**src/rtl/tmr_chan_pkg.sv**
```systemverilog
package tmr_chan_pkg;

    localparam int BYTE_W    = 8;
    localparam int CNT_W     = BYTE_W + 1;
    localparam int DIV_SHORT = 16;
    localparam int DIV_LONG  = 256;
    localparam int PRE_W     = $clog2(DIV_LONG);

    // Control byte bit positions (decoded by software-visible behaviour)
    localparam int B_CTRL   = 0;
    localparam int B_HALT   = 1;
    localparam int B_FOLLOW = 2;
    localparam int B_TRIG   = 3;
    localparam int B_EDGE   = 4;
    localparam int B_DIV    = 5;
    localparam int B_MODE   = 6;
    localparam int B_IE     = 7;

    typedef struct packed {
        logic irq_en;
        logic ext_count;
        logic div_long;
        logic rise_edge;
        logic wait_trig;
    } cfg_t;

    typedef struct packed {
        logic tc_wr;
        logic halt;
    } wr_evt_t;

    typedef enum logic [1:0] {
        ST_IDLE  = 2'd0,
        ST_ARMED = 2'd1,
        ST_RUN   = 2'd2
    } run_st_e;

    function automatic logic [CNT_W-1:0] widen_tc(input logic [BYTE_W-1:0] b);
        if (b == '0)
            return {1'b1, {BYTE_W{1'b0}}};
        return {1'b0, b};
    endfunction

    function automatic logic [PRE_W-1:0] div_last(input logic long_sel);
        return long_sel ? PRE_W'(DIV_LONG - 1) : PRE_W'(DIV_SHORT - 1);
    endfunction

    function automatic cfg_t decode_cfg(input logic [BYTE_W-1:0] b);
        cfg_t c;
        c.irq_en    = b[B_IE];
        c.ext_count = b[B_MODE];
        c.div_long  = b[B_DIV];
        c.rise_edge = b[B_EDGE];
        c.wait_trig = b[B_TRIG];
        return c;
    endfunction

endpackage

```
**src/rtl/tmr_cfg_regs.sv**
```systemverilog
module tmr_cfg_regs
    import tmr_chan_pkg::*;
(
    input  logic              clk,
    input  logic              rst,
    input  logic              wr_en,
    input  logic [BYTE_W-1:0] wr_data,
    output cfg_t              cfg,
    output wr_evt_t           evt,
    output logic [CNT_W-1:0]  tc_new,
    output logic              tc_seen
);

    logic pend_q;
    logic ctrl_wr;

    always_comb begin
        ctrl_wr   = wr_en & ~pend_q & wr_data[B_CTRL];
        evt.tc_wr = wr_en & pend_q;
        evt.halt  = ctrl_wr & wr_data[B_HALT];
        tc_new    = widen_tc(wr_data);
    end

    always_ff @(posedge clk) begin
        if (rst) begin
            cfg     <= '0;
            pend_q  <= 1'b0;
            tc_seen <= 1'b0;
        end else begin
            if (ctrl_wr) begin
                cfg    <= decode_cfg(wr_data);
                pend_q <= wr_data[B_FOLLOW];
            end
            if (evt.tc_wr) begin
                pend_q  <= 1'b0;
                tc_seen <= 1'b1;
            end
        end
    end

    AST_PEND_CLEARS: assert property (@(posedge clk) disable iff (rst)
        evt.tc_wr |=> !pend_q);

    AST_VECTOR_IGNORED: assert property (@(posedge clk) disable iff (rst)
        (wr_en && !pend_q && !wr_data[B_CTRL]) |=> ($stable(cfg) && $stable(pend_q)));

endmodule

```
**src/rtl/tmr_edge_sync.sv**
```systemverilog
module tmr_edge_sync #(
    parameter int SYNC_STAGES = 2
) (
    input  logic clk,
    input  logic rst,
    input  logic ext_in,
    input  logic rise_edge,
    output logic det
);

    localparam int LAST = SYNC_STAGES;

    logic [LAST:0] sh;
    logic          cur;
    logic          prv;

    always_ff @(posedge clk) begin
        if (rst)
            sh <= '0;
        else
            sh <= {sh[LAST-1:0], ext_in};
    end

    always_comb begin
        cur = sh[LAST-1];
        prv = sh[LAST];
        det = rise_edge ? (cur & ~prv) : (~cur & prv);
    end

    AST_EDGE_SPACED: assert property (@(posedge clk) disable iff (rst)
        det |=> !det);

endmodule

```
**src/rtl/tmr_prescale.sv**
```systemverilog
module tmr_prescale
    import tmr_chan_pkg::*;
(
    input  logic clk,
    input  logic rst,
    input  logic en,
    input  logic div_long,
    output logic tick
);

    logic [PRE_W-1:0] pre_q;

    assign tick = en && (pre_q >= div_last(div_long));

    always_ff @(posedge clk) begin
        if (rst || !en)
            pre_q <= '0;
        else if (tick)
            pre_q <= '0;
        else
            pre_q <= pre_q + 1'b1;
    end

    AST_NO_TICK_AFTER_IDLE: assert property (@(posedge clk) disable iff (rst)
        !en |=> !tick);

endmodule

```
**src/rtl/tmr_downcount.sv**
```systemverilog
module tmr_downcount
    import tmr_chan_pkg::*;
(
    input  logic              clk,
    input  logic              rst,
    input  logic              irq_en,
    input  logic              ext_count,
    input  logic              wait_trig,
    input  wr_evt_t           evt,
    input  logic [CNT_W-1:0]  tc_new,
    input  logic              tc_seen,
    input  logic              det,
    input  logic              tick,
    output logic              pre_en,
    output logic [BYTE_W-1:0] rd_byte,
    output logic              zero_pulse,
    output logic              irq_req
);

    run_st_e          st_q;
    logic [CNT_W-1:0] tc_q;
    logic [CNT_W-1:0] cnt_q;
    logic             step;
    logic             terminal;
    logic [CNT_W-1:0] reload_val;

    always_comb begin
        pre_en     = (st_q == ST_RUN) && !ext_count;
        step       = (st_q == ST_RUN) && !evt.halt && (ext_count ? det : tick);
        terminal   = step && (cnt_q == CNT_W'(1));
        reload_val = evt.tc_wr ? tc_new : tc_q;
        rd_byte    = cnt_q[BYTE_W-1:0];
    end

    always_ff @(posedge clk) begin
        if (rst) begin
            st_q       <= ST_IDLE;
            tc_q       <= '0;
            cnt_q      <= '0;
            zero_pulse <= 1'b0;
            irq_req    <= 1'b0;
        end else begin
            zero_pulse <= terminal;
            irq_req    <= terminal & irq_en;
            if (evt.tc_wr)
                tc_q <= tc_new;
            if (evt.halt) begin
                st_q <= ST_IDLE;
            end else if (evt.tc_wr && st_q != ST_RUN) begin
                cnt_q <= tc_new;
                st_q  <= (ext_count || !wait_trig) ? ST_RUN : ST_ARMED;
            end else if (st_q == ST_ARMED && det) begin
                st_q <= ST_RUN;
            end
            if (step)
                cnt_q <= terminal ? reload_val : cnt_q - 1'b1;
        end
    end

    AST_ZERO_SINGLE: assert property (@(posedge clk) disable iff (rst)
        zero_pulse |=> !zero_pulse);

    AST_IRQ_WITH_ZERO: assert property (@(posedge clk) disable iff (rst)
        irq_req |-> zero_pulse);

    AST_COUNT_RANGE: assert property (@(posedge clk) disable iff (rst)
        tc_seen |-> (cnt_q != '0 && cnt_q <= CNT_W'(DIV_LONG)));

    AST_IDLE_QUIET: assert property (@(posedge clk) disable iff (rst)
        !tc_seen |-> !zero_pulse);

    AST_STOPPED_HOLDS: assert property (@(posedge clk) disable iff (rst)
        (st_q != ST_RUN && !evt.tc_wr) |=> $stable(cnt_q));

endmodule

```
**src/rtl/tmr_chan.sv**
```systemverilog
module tmr_chan
    import tmr_chan_pkg::*;
#(
    parameter int SYNC_STAGES = 2
) (
    input  logic       clk,
    input  logic       rst,
    input  logic       wr_en,
    input  logic [7:0] wr_data,
    output logic [7:0] rd_data,
    input  logic       ext_in,
    output logic       zero_pulse,
    output logic       irq_req
);

    cfg_t             cfg;
    wr_evt_t          evt;
    logic [CNT_W-1:0] tc_new;
    logic             tc_seen;
    logic             det;
    logic             tick;
    logic             pre_en;

    tmr_cfg_regs u_cfg (
        .clk     (clk),
        .rst     (rst),
        .wr_en   (wr_en),
        .wr_data (wr_data),
        .cfg     (cfg),
        .evt     (evt),
        .tc_new  (tc_new),
        .tc_seen (tc_seen)
    );

    tmr_edge_sync #(.SYNC_STAGES(SYNC_STAGES)) u_sync (
        .clk       (clk),
        .rst       (rst),
        .ext_in    (ext_in),
        .rise_edge (cfg.rise_edge),
        .det       (det)
    );

    tmr_prescale u_pre (
        .clk      (clk),
        .rst      (rst),
        .en       (pre_en),
        .div_long (cfg.div_long),
        .tick     (tick)
    );

    tmr_downcount u_cnt (
        .clk        (clk),
        .rst        (rst),
        .irq_en     (cfg.irq_en),
        .ext_count  (cfg.ext_count),
        .wait_trig  (cfg.wait_trig),
        .evt        (evt),
        .tc_new     (tc_new),
        .tc_seen    (tc_seen),
        .det        (det),
        .tick       (tick),
        .pre_en     (pre_en),
        .rd_byte    (rd_data),
        .zero_pulse (zero_pulse),
        .irq_req    (irq_req)
    );

endmodule

```
**config.mk**
```make
export PLATFORM = sky130hd
export DESIGN_NAME = tmr_chan
export DESIGN_NICKNAME = d
export VERILOG_FILES = /design/src/rtl/tmr_chan_pkg.sv /design/src/rtl/tmr_cfg_regs.sv /design/src/rtl/tmr_edge_sync.sv /design/src/rtl/tmr_prescale.sv /design/src/rtl/tmr_downcount.sv /design/src/rtl/tmr_chan.sv
export SDC_FILE = /design/constraint.sdc
export NUM_CORES = 1
export LEC_CHECK = 0
export ABC_AREA = 1
export ABC_CLOCK_PERIOD_IN_PS = 2100
export BUFFER_PORTS_ARGS = -buffer_cell sky130_fd_sc_hd__buf_2
export CORE_UTILIZATION = 40
export CTS_BUF_LIST = sky130_fd_sc_hd__clkbuf_4 sky130_fd_sc_hd__clkbuf_8
export DETAILED_ROUTE_END_ITERATION = 6
export GPL_TIMING_DRIVEN = 1
export PLACE_DENSITY = 0.61
export SKIP_CTS_REPAIR_TIMING = 1
export SYNTH_ARGS = -nofsm -noshare
export SYNTH_HDL_FRONTEND = slang
export SYNTH_SLANG_ARGS = --single-unit
```
**constraint.sdc**
```tcl
create_clock -name clk -period 2.1 [get_ports clk]
set_input_delay 0.21 -clock clk [delete_from_list [all_inputs] [get_ports clk]]
set_output_delay 0.21 -clock clk [all_outputs]
set_load 0.03 [all_outputs]
```
# Word-level counts from Yosys, hierarchy flattened
# Index checks and enable logic that the tools add are counted.
# W data, S select, Z words.
[op_classes]
add_sub_neg = 2
n_lt_le_gt_ge = 1
reduce_logical = 20
n_eq_ne = 5
n_mux = 14
bitwise = 10
[ops]
columns = ["operator", "count"]
rows = [
  ["$mux W9", 7],
  ["$eq A9 B1 Y1 const B", 1],
  ["$sub A9 B1 Y9 const B", 1],
  ["$add A8 B1 Y8 const B", 1],
  ["$ge A8 B8 Y1", 1],
  ["$logic_not A8 Y1", 1],
  ["$mux W8", 1],
  ["$and A1 B1 Y1", 7],
  ["$logic_and A1 B1 Y1", 7],
  ["$mux W2", 3],
  ["$reduce_or A2 Y1", 3],
  ["$logic_not A1 Y1", 4],
  ["$ne A2 B2 Y1 const B", 2],
  ["$reduce_bool A2 Y1", 2],
  ["$mux W1", 3],
  ["$not A1 Y1", 3],
  ["$eq A2 B1 Y1 const B", 1],
  ["$eq A2 B2 Y1 const B", 1],
  ["$logic_or A1 B1 Y1", 2],
  ["$reduce_and A2 Y1", 1],
]
[totals]
output_inout_bits = 10
word_cells = 65
in_bits = 12
regBits = 39

# Depth between registers and ports, before layout
[logic_depth]
depth_word = 10
depth_mapped = 14
mapped_depth_nobuf = 14

# Cells and area by module
# Synthesis repeated with hierarchy kept, for this count alone.
[unflattened]
cells_unflattened = 338
hier_area_um2 = 2274.7
[modules_own_cells]
columns = ["mod", "cells_each", "area_per_inst_um2", "seq_area_each_um2", "instances"]
rows = [
  ["tmr_downcount", 196, 1332.5, 440.4, 1],
  ["tmr_prescale", 68, 483.0, 160.2, 1],
  ["tmr_cfg_regs", 60, 355.3, 140.1, 1],
  ["tmr_edge_sync", 14, 103.8, 60.1, 1],
]

# Worst setup path before layout
# No wires, ideal clock.
[synth_timing]
path_kind = "register -> register"
start = "register u_cfg.cfg[2] (netlist name)"
end = "register u_cnt.cnt_q[1]"
slack_ps = 541
path_buffers = 1
period_less_slack_ps = 1559
setup_ps = 117
t_required_ps = 1983
path_stages_with_launch = 15
arrival_ps = 1442
path_cell_list = "dfxtp_1 inv_1 ha_1 nand2_1 nor2_1 nand2_1 nand3_2 nand2_2 nand2_2 nand2_4 buf_8 nand2_1 nand2_1 nor2_1 nor2_1"
[synth_via]
elab_chain_cells = 8
elab_cells_between_ends = 11
cone_classes = "1 x order compare; 1 x eq/ne; 4 x mux; 5 x reduce/logical"
[synth_rtl]
columns = ["element", "line", "source"]
rows = [
  ["$mux W8 (*)", "tmr_chan_pkg.sv:45", "return long_sel ? PRE_W'(DIV_LONG - 1) : PRE_W'(DIV_SHORT - 1);"],
  ["$ge A8 B8 Y1 (*)", "tmr_prescale.sv:13", "assign tick = en && (pre_q >= div_last(div_long));"],
  ["$logic_and A1 B1 Y1 (*)", "tmr_prescale.sv:13", ""],
  ["$mux W1 (*)", "tmr_downcount.sv:29", "step = (st_q == ST_RUN) && !evt.halt && (ext_count ? det : tick);"],
  ["$logic_and A1 B1 Y1 (*)", "tmr_downcount.sv:29", ""],
  ["$logic_and A1 B1 Y1", "tmr_downcount.sv:30", "terminal = step && (cnt_q == CNT_W'(1));"],
  ["$mux W9", "tmr_downcount.sv:56", "cnt_q <= terminal ? reload_val : cnt_q - 1'b1;"],
  ["$mux W9", "tmr_downcount.sv:55", "if (step)"],
  ["to (signal assigned)", "tmr_downcount.sv:50", "cnt_q <= tc_new;"],
  ["to (signal assigned)", "tmr_downcount.sv:56", ""],
  ["to (decl)", "tmr_downcount.sv:22", "logic [CNT_W-1:0] cnt_q;"],
]
# Every way passes the cells marked *; elsewhere a longest branch is shown, timed or not.
# A chain may end at the register's enable or synchronous reset.

# Final worst setup path
[layout_timing]
start = "register u_pre.pre_q[5]"
end = "register u_cnt.cnt_q[2]"
[layout_via]
elab_chain_cells = 7
elab_cells_between_ends = 10
cone_classes = "1 x order compare; 1 x eq/ne; 3 x mux; 5 x reduce/logical"
[layout_rtl]
columns = ["element", "line", "source"]
rows = [
  ["from (decl)", "tmr_prescale.sv:11", "logic [PRE_W-1:0] pre_q;"],
  ["from (signal assigned)", "tmr_prescale.sv:21", "pre_q <= pre_q + 1'b1;"],
  ["$ge A8 B8 Y1 (*)", "tmr_prescale.sv:13", ""],
  ["$logic_and A1 B1 Y1 (*)", "tmr_prescale.sv:13", ""],
  ["$mux W1 (*)", "tmr_downcount.sv:29", ""],
  ["$logic_and A1 B1 Y1 (*)", "tmr_downcount.sv:29", ""],
  ["$logic_and A1 B1 Y1", "tmr_downcount.sv:30", ""],
  ["$mux W9", "tmr_downcount.sv:56", ""],
  ["$mux W9", "tmr_downcount.sv:55", ""],
]
# Marked as above.

==> results_dict.tcl <==
set metrics [dict create \
    drtAntennaViolNets 0 \
    rsz0062_at_grt "no" \
    vias 1851 \
    dp_cells 383 \
    hold_violations 0 \
    cp_top_family "simple AND/OR/NAND/NOR gates" \
    cts.sinks 39 \
    cts_buffers 5 \
    ctsLongestPathBuffers 2 \
    min_period_ns 1.754 \
    num_rows 26 \
    slowest_stage "dfxtp_1" \
    clock_latency_ns 0.29 \
    start_util 0.4142 \
    synthSimpleGateAreaFrac 0.3310 \
    hpwl_microns 3247 \
    finalMaxSlewViolations 0 \
    diodes 0 \
    yosys.area_share.adder 0.04167 \
    synth_compound_area_frac 0.1149 \
    vias_per_cell 4.734 \
    synth_top_cell_by_area "dfxtp_1" \
    synth_cell_type_count 33 \
    synthMuxAreaShare 0.01429 \
    yosysSeqAreaShare 0.3714 \
    drt-total-wl_microns 4272 \
    fp.dieArea_sq_um 5549 \
    synth_area_leaders "dfxtp_1 (37%), nand2_1 (13%), nor2_1 (8.8%)" \
    fill_cells 562 \
    syn_area_per_cell_sq_um 6.937 \
    grt_max_degree 17 \
    drtIter0Drc 70 \
    chipWidth_microns 74.49 \
    hold_ws_ns 0.1228 \
    synth_area_sq_um 2102 \
    yosysWarnings 0 \
    drc 0 \
    fin_worst_skew_ns 0.007626 \
    multi_input_comb_area_sq_um 1090 \
    critPathKind "reg -> reg" \
    crit_path_start_kind "register" \
    tritoncts "yes" \
    p_leak_nw 1.159 \
    p_per_area_nw_per_um2 663.6 \
    overflow 0 \
    setup_viol 0 \
    cts-htree-levels 2 \
    wl_per_cell_microns 10.93 \
    clkSlewWorstSetupHoldPaths_ns 0.08 \
    gp_congestion 0.7676 \
    total_power_mw 1.537 \
    critPathArrivalTime_ns 1.93 \
    cp-end-kind "register" \
    core_area_sq_um 5075 \
    path_common_cell "nand2_1" \
    portBuffers 21 \
    max_freq_mhz 570.2 \
    worstPathMaxFanout 16 \
    timing.final.crit_share 0.8351 \
    grt_pass1_wl_microns 7127 \
    drive_gt1_frac 0.1589 \
    ir_worst_vdd_uv 392.0 \
    cap_violations 0 \
    antenna_found_initial 0 \
    hold_path_class "in -> reg" \
    first_pass_iters 5 \
    relSlewSlack 0.7330 \
    tns_ns 0 \
    max_stage_delay_ns 0.42 \
    die_y_microns 74.49 \
    grtUsageTotal 0.1688 \
    synth_top_family_by_area "simple AND/OR/NAND/NOR gates" \
    netlist_instances 303 \
    clockRootBuffer "clkbuf_8" \
    critPathRequiredTime_ns 2.28 \
    area_growth_pct 10.18 \
    grt_pass1_vias 1607 \
    outcome "complete, no violations" \
    syn-num-nets 322 \
    stdcell_count 391 \
    yosysTopAreaCellShare 0.3714 \
    ys_ff_latch 39 \
    pin_count 22 \
    regArea_sq_um 780.7 \
    worst_pin_slew_ns 0.3974 \
    final_nets 339 \
    synth_xor_area_frac 0.01667 \
    path_buf_inv 1 \
    worstPathCellList "ha_1, nand2_1, nand2_1, nand2_1, nand3_2, nand2_2, nand2_2, nand2_4, inv_1, nand2_1, nand2_1, nor2_1, nor2_1" \
]
layout make-up:
| cell class | count | area share |
|---|---|---|
| Timing Repair Buffer | 23 | 0.05186 |
| Clock buffer | 8 | 0.04484 |
| Tap cell | 70 | 0.03782 |
| Multi-Input combinational cell | 216 | 0.4706 |
| Inverter | 35 | 0.05781 |
| Sequential cell | 39 | 0.3371 |
synth_stat cells:
| master | number |
|---|---|
| nand2_1 | 75 |
| nor2_1 | 49 |
| dfxtp_1 | 39 |
| inv_1 | 32 |
| o21ai_0 | 23 |
| a21oi_1 | 9 |
| o21ai_1 | 9 |
| buf_4 | 8 |
| ha_1 | 7 |
| nand3_1 | 7 |
| nand2_2 | 4 |
| nand4_1 | 4 |
| clkbuf_1 | 3 |
| mux2i_1 | 3 |
| nand2_4 | 3 |
| nor3_1 | 3 |
| nor3b_1 | 3 |
| xor2_1 | 3 |
| inv_2 | 2 |
| nand3_2 | 2 |
| nor2_2 | 2 |
| or2_2 | 2 |
| a21oi_2 | 1 |
| a31oi_1 | 1 |
| buf_6 | 1 |
| buf_8 | 1 |
| inv_4 | 1 |
| nor3_2 | 1 |
| nor3b_2 | 1 |
| nor4_1 | 1 |
| o2111ai_1 | 1 |
| o211ai_2 | 1 |
| xnor2_1 | 1 |
power by group:
part	switching, mW	internal, mW
logic	0.128	0.0682
clock network	0.252	0.313
registers	0.0155	0.761
final timing paths:
path / start / end / slack, ns / cells past startpoint
setup / recovery: u_pre.pre_q[5] / u_cnt.cnt_q[2] / 0.35 / 13
hold / removal: ext_in / u_sync.sh[0] / 0.12 / 3
setup reg to reg: u_pre.pre_q[5] / u_cnt.cnt_q[2] / 0.35 / 13
hold reg to reg: u_sync.sh[0] / u_sync.sh[1] / 0.40 / 2
metrics by stage:
| step | util | setup WS, ns | area, sq um |
|---|---|---|---|
| global placement | 0.4359 | 0.3425 | 2212 |
| CTS | 0.4564 | 0.3237 | 2316 |
| detailed placement | 0.4359 | 0.3409 | 2212 |
| finish | 0.4564 | 0.3462 | 2316 |
| floorplan | - | 0.5405 | 2102 |
| global route | 0.4564 | 0.1053 | 2316 |
sequential cells by signal, indices dropped and copies added, names as in the netlist:
signal and count:
u_sync.sh 3, u_cnt.tc_q 9, u_pre.pre_q 8, u_cnt.zero_pulse 1, u_cnt.st_q 2, u_cfg.cfg 5
u_cnt.cnt_q 9, u_cnt.irq_req 1, u_cfg.pend_q 1
cells in the final DEF, fill, tap and decap left out, types with 4 or more instances in the layout:
cell,instances
a21oi_1,9
buf_2,21
clkbuf_8,7
dfxtp_1,39
ha_1,7
inv_1,32
nand2_1,75
nand2_2,4
nand3_1,7
nand4_1,4
nor2_1,49
o21ai_0,23
o21ai_1,9
worst reg2reg max path, delay by kind of cell (launching register included):
family,cells,cell delay (ns)
simple gates,11,0.84
fa+ha+maj,1,0.27
flops,1,0.42
buf+inv,1,0.12
cell families after synthesis:
family	after synthesis
AND/OR/NAND/NOR	157
buffers and inverters	48
AO/OA/AOI/OAI	45
flip-flops	39
adder cells (fa/ha/maj)	7
XOR/XNOR	4
multiplexers	3
layer usage:
metal	vias up	wire (microns)	track usage
li1	990	-	-
met1	814	2169	0.2402
met2	43	1865	0.2543
met3	4	211	0.04201
met4	0	26	0.04403
met5	-	0	0
No activity file was read; power rests on OpenSTA's default activity.
